## src/rtl/tout_pkg.sv

```systemverilog
package tout_pkg;
   typedef enum logic [1:0] {
      SRC_PORT = 2'b00,
      SRC_T0   = 2'b01,
      SRC_T1   = 2'b10,
      SRC_HALF = 2'b11
   } src_e;
endpackage

```

## src/rtl/tout_tog_cell.sv

```systemverilog
module tout_tog_cell #(
   parameter bit RST_VAL = 1'b0
) (
   input  logic clk,
   input  logic rst_n,
   input  logic load,
   input  logic eoc,
   output logic q
);
   always_ff @(posedge clk) begin
      if (!rst_n)    q <= RST_VAL;
      else if (load) q <= 1'b1;
      else if (eoc)  q <= ~q;
   end

   a_r7_load_wins: assert property (@(posedge clk) disable iff (!rst_n)
      load |=> q);
   a_r6_eoc_inverts: assert property (@(posedge clk) disable iff (!rst_n)
      (eoc && !load) |=> (q != $past(q)));
   a_r11_idle_holds: assert property (@(posedge clk) disable iff (!rst_n)
      (!eoc && !load) |=> $stable(q));
endmodule

```

## src/rtl/tout_half_clk.sv

```systemverilog
module tout_half_clk (
   input  logic clk,
   input  logic rst_n,
   output logic half
);
   always_ff @(posedge clk) begin
      if (!rst_n) half <= 1'b0;
      else        half <= ~half;
   end

   a_r4_half_alternates: assert property (@(posedge clk) disable iff (!rst_n)
      $past(rst_n) |-> (half != $past(half)));
endmodule

```

## src/rtl/tout_pin_mux.sv

```systemverilog
module tout_pin_mux
   import tout_pkg::*;
#(
   parameter int NUM_TMR = 2
) (
   input  src_e               src,
   input  logic               port_bit,
   input  logic [NUM_TMR-1:0] tog,
   input  logic               half,
   output logic               pin
);
   always_comb begin
      unique case (src)
         SRC_PORT: pin = port_bit;
         SRC_T0:   pin = tog[0];
         SRC_T1:   pin = tog[1];
         SRC_HALF: pin = half;
         default:  pin = port_bit;
      endcase
   end
endmodule

```

## src/rtl/tout_mux.sv

```systemverilog
module tout_mux
   import tout_pkg::*;
#(
   parameter int CTRL_W   = 8,
   parameter int SRC_MSB  = 7,
   parameter int LOAD_LSB = 0,
   parameter int NUM_TMR  = 2
) (
   input  logic              clk,
   input  logic              rst_n,
   input  logic              mode_we,
   input  logic [CTRL_W-1:0] mode_wdata,
   input  logic              eoc0,
   input  logic              eoc1,
   input  logic              port_we,
   input  logic              port_wdata,
   output logic              pin_out,
   output logic              port_rdata
);
   localparam int SRC_LSB = SRC_MSB - 1;

   if (NUM_TMR != 2) begin : g_bad_tmr
      $error("tout_mux: the source encoding defines exactly two timers");
   end
   if (SRC_MSB >= CTRL_W || SRC_LSB < 0) begin : g_bad_src
      $error("tout_mux: source field lies outside the mode register");
   end
   if (LOAD_LSB + NUM_TMR > SRC_LSB) begin : g_bad_load
      $error("tout_mux: load bits overlap the source field");
   end

   src_e               src_q;
   logic               port_q;
   logic [NUM_TMR-1:0] eoc_vec;
   logic [NUM_TMR-1:0] load_vec;
   logic [NUM_TMR-1:0] tog;
   logic               half;
   logic               unused_wdata;

   assign unused_wdata = ^mode_wdata;
   assign eoc_vec      = {eoc1, eoc0};

   always_ff @(posedge clk) begin
      if (!rst_n)       src_q <= SRC_PORT;
      else if (mode_we) src_q <= src_e'(mode_wdata[SRC_MSB:SRC_LSB]);
   end

   always_ff @(posedge clk) begin
      if (!rst_n)                            port_q <= 1'b0;
      else if (port_we && src_q == SRC_PORT) port_q <= port_wdata;
   end

   for (genvar i = 0; i < NUM_TMR; i++) begin : g_tmr
      assign load_vec[i] = mode_we & mode_wdata[LOAD_LSB + i];
      tout_tog_cell #(.RST_VAL(1'b0)) u_tog (
         .clk   (clk),
         .rst_n (rst_n),
         .load  (load_vec[i]),
         .eoc   (eoc_vec[i]),
         .q     (tog[i])
      );
   end

   tout_half_clk u_half (
      .clk   (clk),
      .rst_n (rst_n),
      .half  (half)
   );

   tout_pin_mux #(.NUM_TMR(NUM_TMR)) u_mux (
      .src      (src_q),
      .port_bit (port_q),
      .tog      (tog),
      .half     (half),
      .pin      (pin_out)
   );

   assign port_rdata = pin_out;

   a_r9_port_locked: assert property (@(posedge clk) disable iff (!rst_n)
      (port_we && src_q != SRC_PORT) |=> $stable(port_q));
   a_r8_select_and_load: assert property (@(posedge clk) disable iff (!rst_n)
      (mode_we && mode_wdata[SRC_MSB:SRC_LSB] == 2'b01 && mode_wdata[LOAD_LSB])
      |=> pin_out);
   a_r2_port_follow: assert property (@(posedge clk) disable iff (!rst_n)
      (port_we && src_q == SRC_PORT && !mode_we) |=> (pin_out == $past(port_wdata)));
   a_r10_readback: assert property (@(posedge clk) disable iff (!rst_n)
      port_rdata == pin_out);
endmodule

```

## config.mk

```make
export PLATFORM = sky130hd
export DESIGN_NAME = tout_mux
export DESIGN_NICKNAME = d
export VERILOG_FILES = /design/src/rtl/tout_pkg.sv /design/src/rtl/tout_tog_cell.sv /design/src/rtl/tout_half_clk.sv /design/src/rtl/tout_pin_mux.sv /design/src/rtl/tout_mux.sv
export SDC_FILE = /design/constraint.sdc
export NUM_CORES = 1
export LEC_CHECK = 0
export BUFFER_PORTS_ARGS = -buffer_cell sky130_fd_sc_hd__buf_4
export CORE_AREA = 2 2 39 41
export CTS_CLUSTER_DIAMETER = 80
export DETAILED_ROUTE_END_ITERATION = 8
export DIE_AREA = 0 0 41 43
export PLACE_DENSITY = 0.55
export REMOVE_ABC_BUFFERS = 1
export SKIP_LAST_GASP = 1
export SLEW_MARGIN = 5
export SYNTH_ARGS = -nofsm -noshare
export SYNTH_HDL_FRONTEND = slang
export SYNTH_HIERARCHICAL = 1
export SYNTH_SLANG_ARGS = --single-unit
```

## constraint.sdc

```tcl
create_clock -name clk -period 2.2 [get_ports clk]
set_input_delay 0.11 -clock clk [delete_from_list [all_inputs] [get_ports clk]]
set_output_delay 0.11 -clock clk [all_outputs]
set_load 0.01 [all_outputs]
```

[Word level (Yosys, flattened, before mapping)]
Cells that the tools add are included.
Word-level totals
  bits in registers: 6
  bits of input ports: 15
  output and inout bits: 2
Cells by class
  equal/unequal tests: 3
  multiplexer cells: 5
  bitwise logic cells: 5
  reductions and logical operators: 4
Operators with widths (number)
  $eq A2 B2 Y1 const B: 2
  $mux W1: 4
  $pmux W1 S4: 1
  $reduce_bool A2 Y1: 2
  $not A1 Y1: 3
  $and A1 B1 Y1: 2
  $eq A2 B1 Y1 const B: 1
  $logic_not A2 Y1: 1
  $logic_and A1 B1 Y1: 1

[Depth between registers and ports, before layout]
Gate-level depths: netlist of the first run.
  word-level depth: 3
  mapped depth: 2
  mapped depth without buffers: 2

[Hierarchy]
Netlist of the first run, hierarchy kept.
Modules (own cells, without submodules)
  tout_mux: instances 1, cells an instance 14, area each 145.1 µm², sequential area each 60.1 µm²
  tout_tog_cell: instances 2, cells an instance 3, area each 36.3 µm², sequential area each 20.0 µm²
  tout_half_clk: instances 1, cells an instance 2, area each 33.8 µm², sequential area each 20.0 µm²
  tout_pin_mux: instances 1, cells an instance 1, area each 22.5 µm², sequential area each 0.0 µm²

[Least setup slack after synthesis of the first run]
Ideal clock, no wire load.
  path type: register to output
  from: register src_q[0]
  to: output port port_rdata
  data arrival time: 1.079 ns
  data required time: 2.090 ns
  path slack: 1.011 ns
  cell stages (with the launch flop): 3
  buffers on the path: 1
  path through: dfxtp_1 > mux4_2 > buf_4
Between the ends
  word-level cells in the longest chain between the ends: 2
Ends and longest elaborated chain
  start: declaration: line tout_mux.sv:32  | src_e src_q;
  start signal: assignment: line tout_mux.sv:45  | else if (mode_we) src_q <= src_e'(mode_wdata[SRC_MSB:SRC_LSB]);
  $eq A2 B2 Y1 (tied with other cells): line tout_pin_mux.sv:13  | unique case (src)
  $pmux W1 S4 (*): line tout_pin_mux.sv:13
  end: declaration: line tout_mux.sv:18  | output logic port_rdata
Every way passes the cells marked *; elsewhere a longest branch is shown, timed or not.

[Final worst setup path of the first run]
Same ends and word-level chain as after synthesis.

==> results.md, run 1 <==
- Die W: 41 µm
- Post-route clock skew: 0.0000265 ns
- Mapped cell area: 274 µm²
- Post-DR vias/cell: 3.87
- Switching part of the total: 21.3%
- Hold Path Class: in -> reg
- Status: finished clean
- Register share of total power: 46.3%
- Worst path max stage delay: 0.52 ns
- Share of cells above drive strength 1: 54.1%
- Cell count after synthesis: 23
- First-pass GRT wire length: 779 µm
- Area delta synth->final: 45.7%
- DRT Wirelength: 480 µm
- Crit path cell chain: mux4_2 -> buf_4
- Final setup fails: 0
- Post-synth EDFFs: 0
- Core footprint: 1380 µm²
- Crit path DAT: 1.30 ns
- Max Root-Sink Buffers: 2
- WHS: 0.131 ns
- Yosys reg bits: 6
- Dpl cells: 50
- CTS Buf Count: 3
- DP HPWL: 389 µm
- Peak supply drop: 0.212 mV
- Num ports: 17
- Worst Tran Pin Value: 0.115 ns
- Setup TNS: 0 ns
- PD cells: 674 nW/µm²
- Main flop type after synthesis: dfxtp_1
- Fill cells: 142
- Root Buffer Master: clkbuf_4
- Max Cap Viol: 0
- H-Tree Depth: 1
- Slowest-stage cell, CP: mux4_2
- RSZ-0062 raised after global routing: no
- Die ar.: 1760 µm²
- Vias: 205
- TritonCTS Sinks: 6
- Pre-antenna DRT Iters: 2
- Ys async rst share: 0%
- Count leader, synth: dfxtp_1
- Port bufs: 12
- Starting Density: 19.8%
- Drt wl/cell: 9.06 µm
- Worst-path clk slew: 0.04 ns
- Synth area leader: dfxtp_1
- Row cnt: 14
- Final Instance Count excl. Fillers: 53
- Vias in the first global route: 215
- Fmax: 711 MHz
- CTS tree: yes
- GRT overflow: 0
- GRT Resource Usage Total: 6.96%
- Tmin final: 1.41 ns
- Worst slew margin: 92.1%
- Setup CP Type: reg -> out
- Net Switching: 57.4 µW
- Synth top area share: 43.8%
- Crit path capture type: output port
- Die H: 43 µm
- Maximum number of pins on one net before global-route repair: 8
- Final net count: 54
- Critical Path RT: 2.09 ns
- Internal: 212 µW
- Pleak: 0.185 nW
- Yosys cell types: 11
- CP startpoint kind: flip-flop
- Hold Vio Cnt, Final: 0
- Post-CTS resize count: 0
- Synth top area cells: dfxtp_1 (44%), mux2i_1 (11%), mux4_2 (8.2%)
- Multi-input gate area: 146 µm²
- Clk pwr share: 36.2%
- Seq/Total Area, Yosys: 43.8%
- Clock latency on the worst-skew pair: 0.24 ns
- Post-route ant nets: 0
- Syn Area/Cell: 11.9 µm²
- Commonest cells post-synth: dfxtp_1 (6), mux2i_1 (3)
- Residual DRC: 0
- Initial detailed-routing violation count: 1
- N_diodes: 0
- Setup Fix Bufs, Post-CTS: 0
- Final Max Tran Viols: 0
- Register area: 120 µm²
- Crit share post-route: 63.9%
- # hold bufs at CTS: 0
- Initial antenna violation count: 0
- Gpl congestion: 0.605
- YS warnings: 6
- CP max FO: 3
- Comb power frac: 17.5%
[power groups by stage]
stage          clock network [mW]  logic [mW]  registers [mW]
5_1_grt                     0.106      0.0525           0.126
6_report                   0.0975      0.0471           0.124
2_1_floorplan                   0      0.0237           0.125
4_1_cts                     0.102      0.0477           0.125
3_3_place_gp                    0      0.0474           0.127
3_5_place_dp                    0      0.0479           0.127
[sequential cells by signal, summed over array words and instances, names as in the netlist]
signal,flops
src_q,2
port_q,1
u_half/half,1
g_tmr.u_tog/q,2
[cells in the final DEF, fill, tap and decap left out]
cell / instances
and2_2: 2
buf_4: 12
clkbuf_4: 3
dfxtp_1: 6
mux2i_1: 3
mux4_2: 1
nand2_1: 2
nor2b_1: 2
nor2b_4: 1
nor3b_2: 1
o21a_1: 2
xor2_1: 2
[final cells by class]
| class | instances | area share [%] |
|---|---|---|
| clock buffer | 3 | 5.64 |
| multi-input combinational | 16 | 36.7 |
| sequential | 6 | 30.1 |
| tap | 16 | 5.02 |
| timing repair buffer | 12 | 22.6 |
[final timing paths]
kind,startpoint,to,slack [ns],cells past startpoint
hold / removal,rst_n,g_tmr[1].u_tog/q,0.13,2
setup reg to reg,src_q[1],port_q,1.40,2
setup / recovery,src_q[0],port_rdata,0.79,2
hold reg to reg,u_half/half,u_half/half,0.45,1
[cell families after synthesis]
logic type	Yosys count	share of synthesized area, %
buf+inv	1	2.74
mux	4	19.2
simple gates	8	22.4
xor+xnor	2	6.39
compound gates	2	5.48
flops	6	43.8
[worst max-delay path, delay by kind of cell, from the launching register on]
kind	cells	cell delay, ns
muxes	1	0.52
DFF	1	0.38
buffers and inverters	1	0.16
[through the flow]
step                area (µm²)  setup slack, ns  util [%]  power, mW
floorplan                  267             1.15         -      0.149
global placement           377             1.03      27.2      0.174
detailed placement         377             1.04      27.2      0.174
CTS                        399            0.776      28.8      0.275
global route               399            0.733      28.8      0.285
finish                     399            0.793      28.8      0.269
[layer usage]
layer  track usage [%]  routed length, µm
met3              3.14                 57
met2              9.06                175
met1              8.14                247
met5                 0                  0
met4              6.00                  0
(Power assumes the default switching activity.)
==> run 2, diff against run 1 <==
clock period = 1.3 ns   (was 2.2 ns; I/O delays follow)
==> run 2 against run 1 <==
Hold slack worse by 0.045 ns. Non-clock buffer count increased by 1. Clock-buffer cell count is the same. Sequential share of layout area down 0.34 points. Largest cell class unchanged. Sequential power grew 69%. Combinational power increased by 76%. Highest routed layer unchanged. Routed wire length rose by 2.9%. Critical path depth is the same.
==> results.md, run 2 (synthesis results as in run 1) <==
- Area delta synth->final: 48.9%
- Row cnt: 14
- Crit path cell chain: mux4_2 -> buf_4
- Crit path capture type: output port
- Worst Tran Pin Value: 0.115 ns
- Critical Path RT: 1.24 ns
- First-pass GRT wire length: 793 µm
- Most common cell after layout, fill and taps aside: buf_4
- WHS Path Cells: 2
- Crit share post-route: 99.3%
- Number of cells on the critical path: 2
- Die ar.: 1760 µm²
- Post-route clock skew: 0.0000265 ns
- Core footprint: 1380 µm²
- N_diodes: 0
- Tmin final: 1.29 ns
- PD cells: 1120 nW/µm²
- Pleak: 0.191 nW
- Clock latency on the worst-skew pair: 0.24 ns
- TritonCTS Sinks: 6
- Initial antenna violation count: 0
- Critical path origin: src_q[0]
- Drt wl/cell: 9.15 µm
- GRT overflow: 0
- DP HPWL: 389 µm
- Die H: 43 µm
- Overall power: 458 µW
- GRT Resource Usage Total: 7.06%
- Reg-to-reg startpoint: src_q[0]
- Final Max Tran Viols: 0
- Residual DRC: 0
- Hold Vio Cnt, Final: 0
- R2r endpoint: port_q
- Slowest-stage cell, CP: mux4_2
- Vias in the first global route: 220
- Slack of the worst reg-to-reg path: 0.42 ns
- Maximum number of pins on one net before global-route repair: 8
- Final net count: 55
- Status: finished clean
- Fmax: 774 MHz
- Pre-antenna DRT Iters: 4
- RSZ-0062 raised after global routing: yes
- CP max FO: 2
- Vias: 216
- Largest regs: g_tmr.u_tog/q (2), src_q (2)
- Setup TNS: 0 ns
- Hold Path Class: in -> reg
- DRT Wirelength: 494 µm
- Max Cap Viol: 0
- Num ports: 17
- Setup CP Type: reg -> out
- Starting Density: 19.8%
- H-Tree Depth: 1
- CTS Buf Count: 3
- Worst Setup EP: port_rdata
- CTS tree: yes
- CP startpoint kind: flip-flop
- Reg2reg path depth: 3
- # hold bufs at CTS: 0
- Port bufs: 12
- Most frequent cells in the layout: buf_4 (13), dfxtp_1 (5), mux2i_1 (3), clkbuf_4 (3)
- CP top delay family: multiplexers
- Die W: 41 µm
- Peak supply drop: 0.347 mV
- Worst slew margin: 92.1%
- Post-route ant nets: 0
- Share of cells above drive strength 1: 57.9%
- Post-DR vias/cell: 4.00
- Root Buffer Master: clkbuf_4
- Worst-path clk slew: 0.04 ns
- Final setup fails: 0
- Gpl congestion: 0.605
- Crit path DAT: 1.23 ns
- Worst path buffer plus inverter count: 1
- Worst path max stage delay: 0.50 ns
- Max Root-Sink Buffers: 2
- Initial detailed-routing violation count: 1
==> run 2: layout make-up <==
cell class,instances,area (µm²)
Fill cell,143,976
Multi-Input combinational cell,16,146
Sequential cell,6,121
Timing Repair Buffer,13,97.6
Clock buffer,3,22.5
Tap cell,16,20.0
==> run 2: repair_timing <==
action,4_1_cts,5_1_grt
endpoints found under the hold margin,0,0
resized for setup,1,0
endpoints found under the setup margin,2,2
gates cloned,0,0
buffers inserted,1,0
==> run 2: worst min-delay path by stage <==
stage	startpoint	endpoint	slack, ns
floorplan	rst_n	g_tmr[0].u_tog/q	0.18
global placement	mode_wdata[7]	src_q[1]	0.33
detailed placement	mode_wdata[7]	src_q[1]	0.34
CTS	rst_n	g_tmr[1].u_tog/q	0.08
global route	rst_n	g_tmr[0].u_tog/q	0.11
finish	rst_n	g_tmr[1].u_tog/q	0.09
==> run 2: per-layer routing <==
layer | track usage [%] | part of all wire (%) | wire (µm) | up-vias
li1 | - | - | - | 111
met1 | 8.14 | 44 | 217 | 88
met2 | 9.38 | 38 | 189 | 17
met3 | 3.14 | 18 | 87 | 0
met4 | 6.00 | 0 | 0 | 0
met5 | 0 | 0 | 0 | -
==> run 2: worst reg2reg max path, stage by stage (launching register included) <==
cell,delay [ns]
dfxtp_2,0.32
buf_4,0.13
nor3b_2,0.17
mux2i_1,0.19
==> run 2: where the power goes <==
part | internal (mW) | total (mW) | switching [mW]
logic | 0.0567 | 0.0830 | 0.0264
registers | 0.200 | 0.210 | 0.0103
clock network | 0.104 | 0.165 | 0.0610
total | 0.361 | 0.458 | 0.0976
==> run 2: per-stage QoR <==
step | hold slack [ns] | std cells | cell area [µm²] | setup WS (ns) | utilization [%]
after floorplan | 0.183 | 22 | 267 | 0.298 | -
after global placement | 0.325 | 50 | 377 | 0.176 | 27.2
after detailed placement | 0.336 | 50 | 377 | 0.183 | 27.2
after CTS | 0.0827 | 54 | 408 | -0.00341 | 29.5
after global routing | 0.106 | 54 | 408 | -0.0374 | 29.5
final | 0.0859 | 54 | 408 | 0.00867 | 29.5
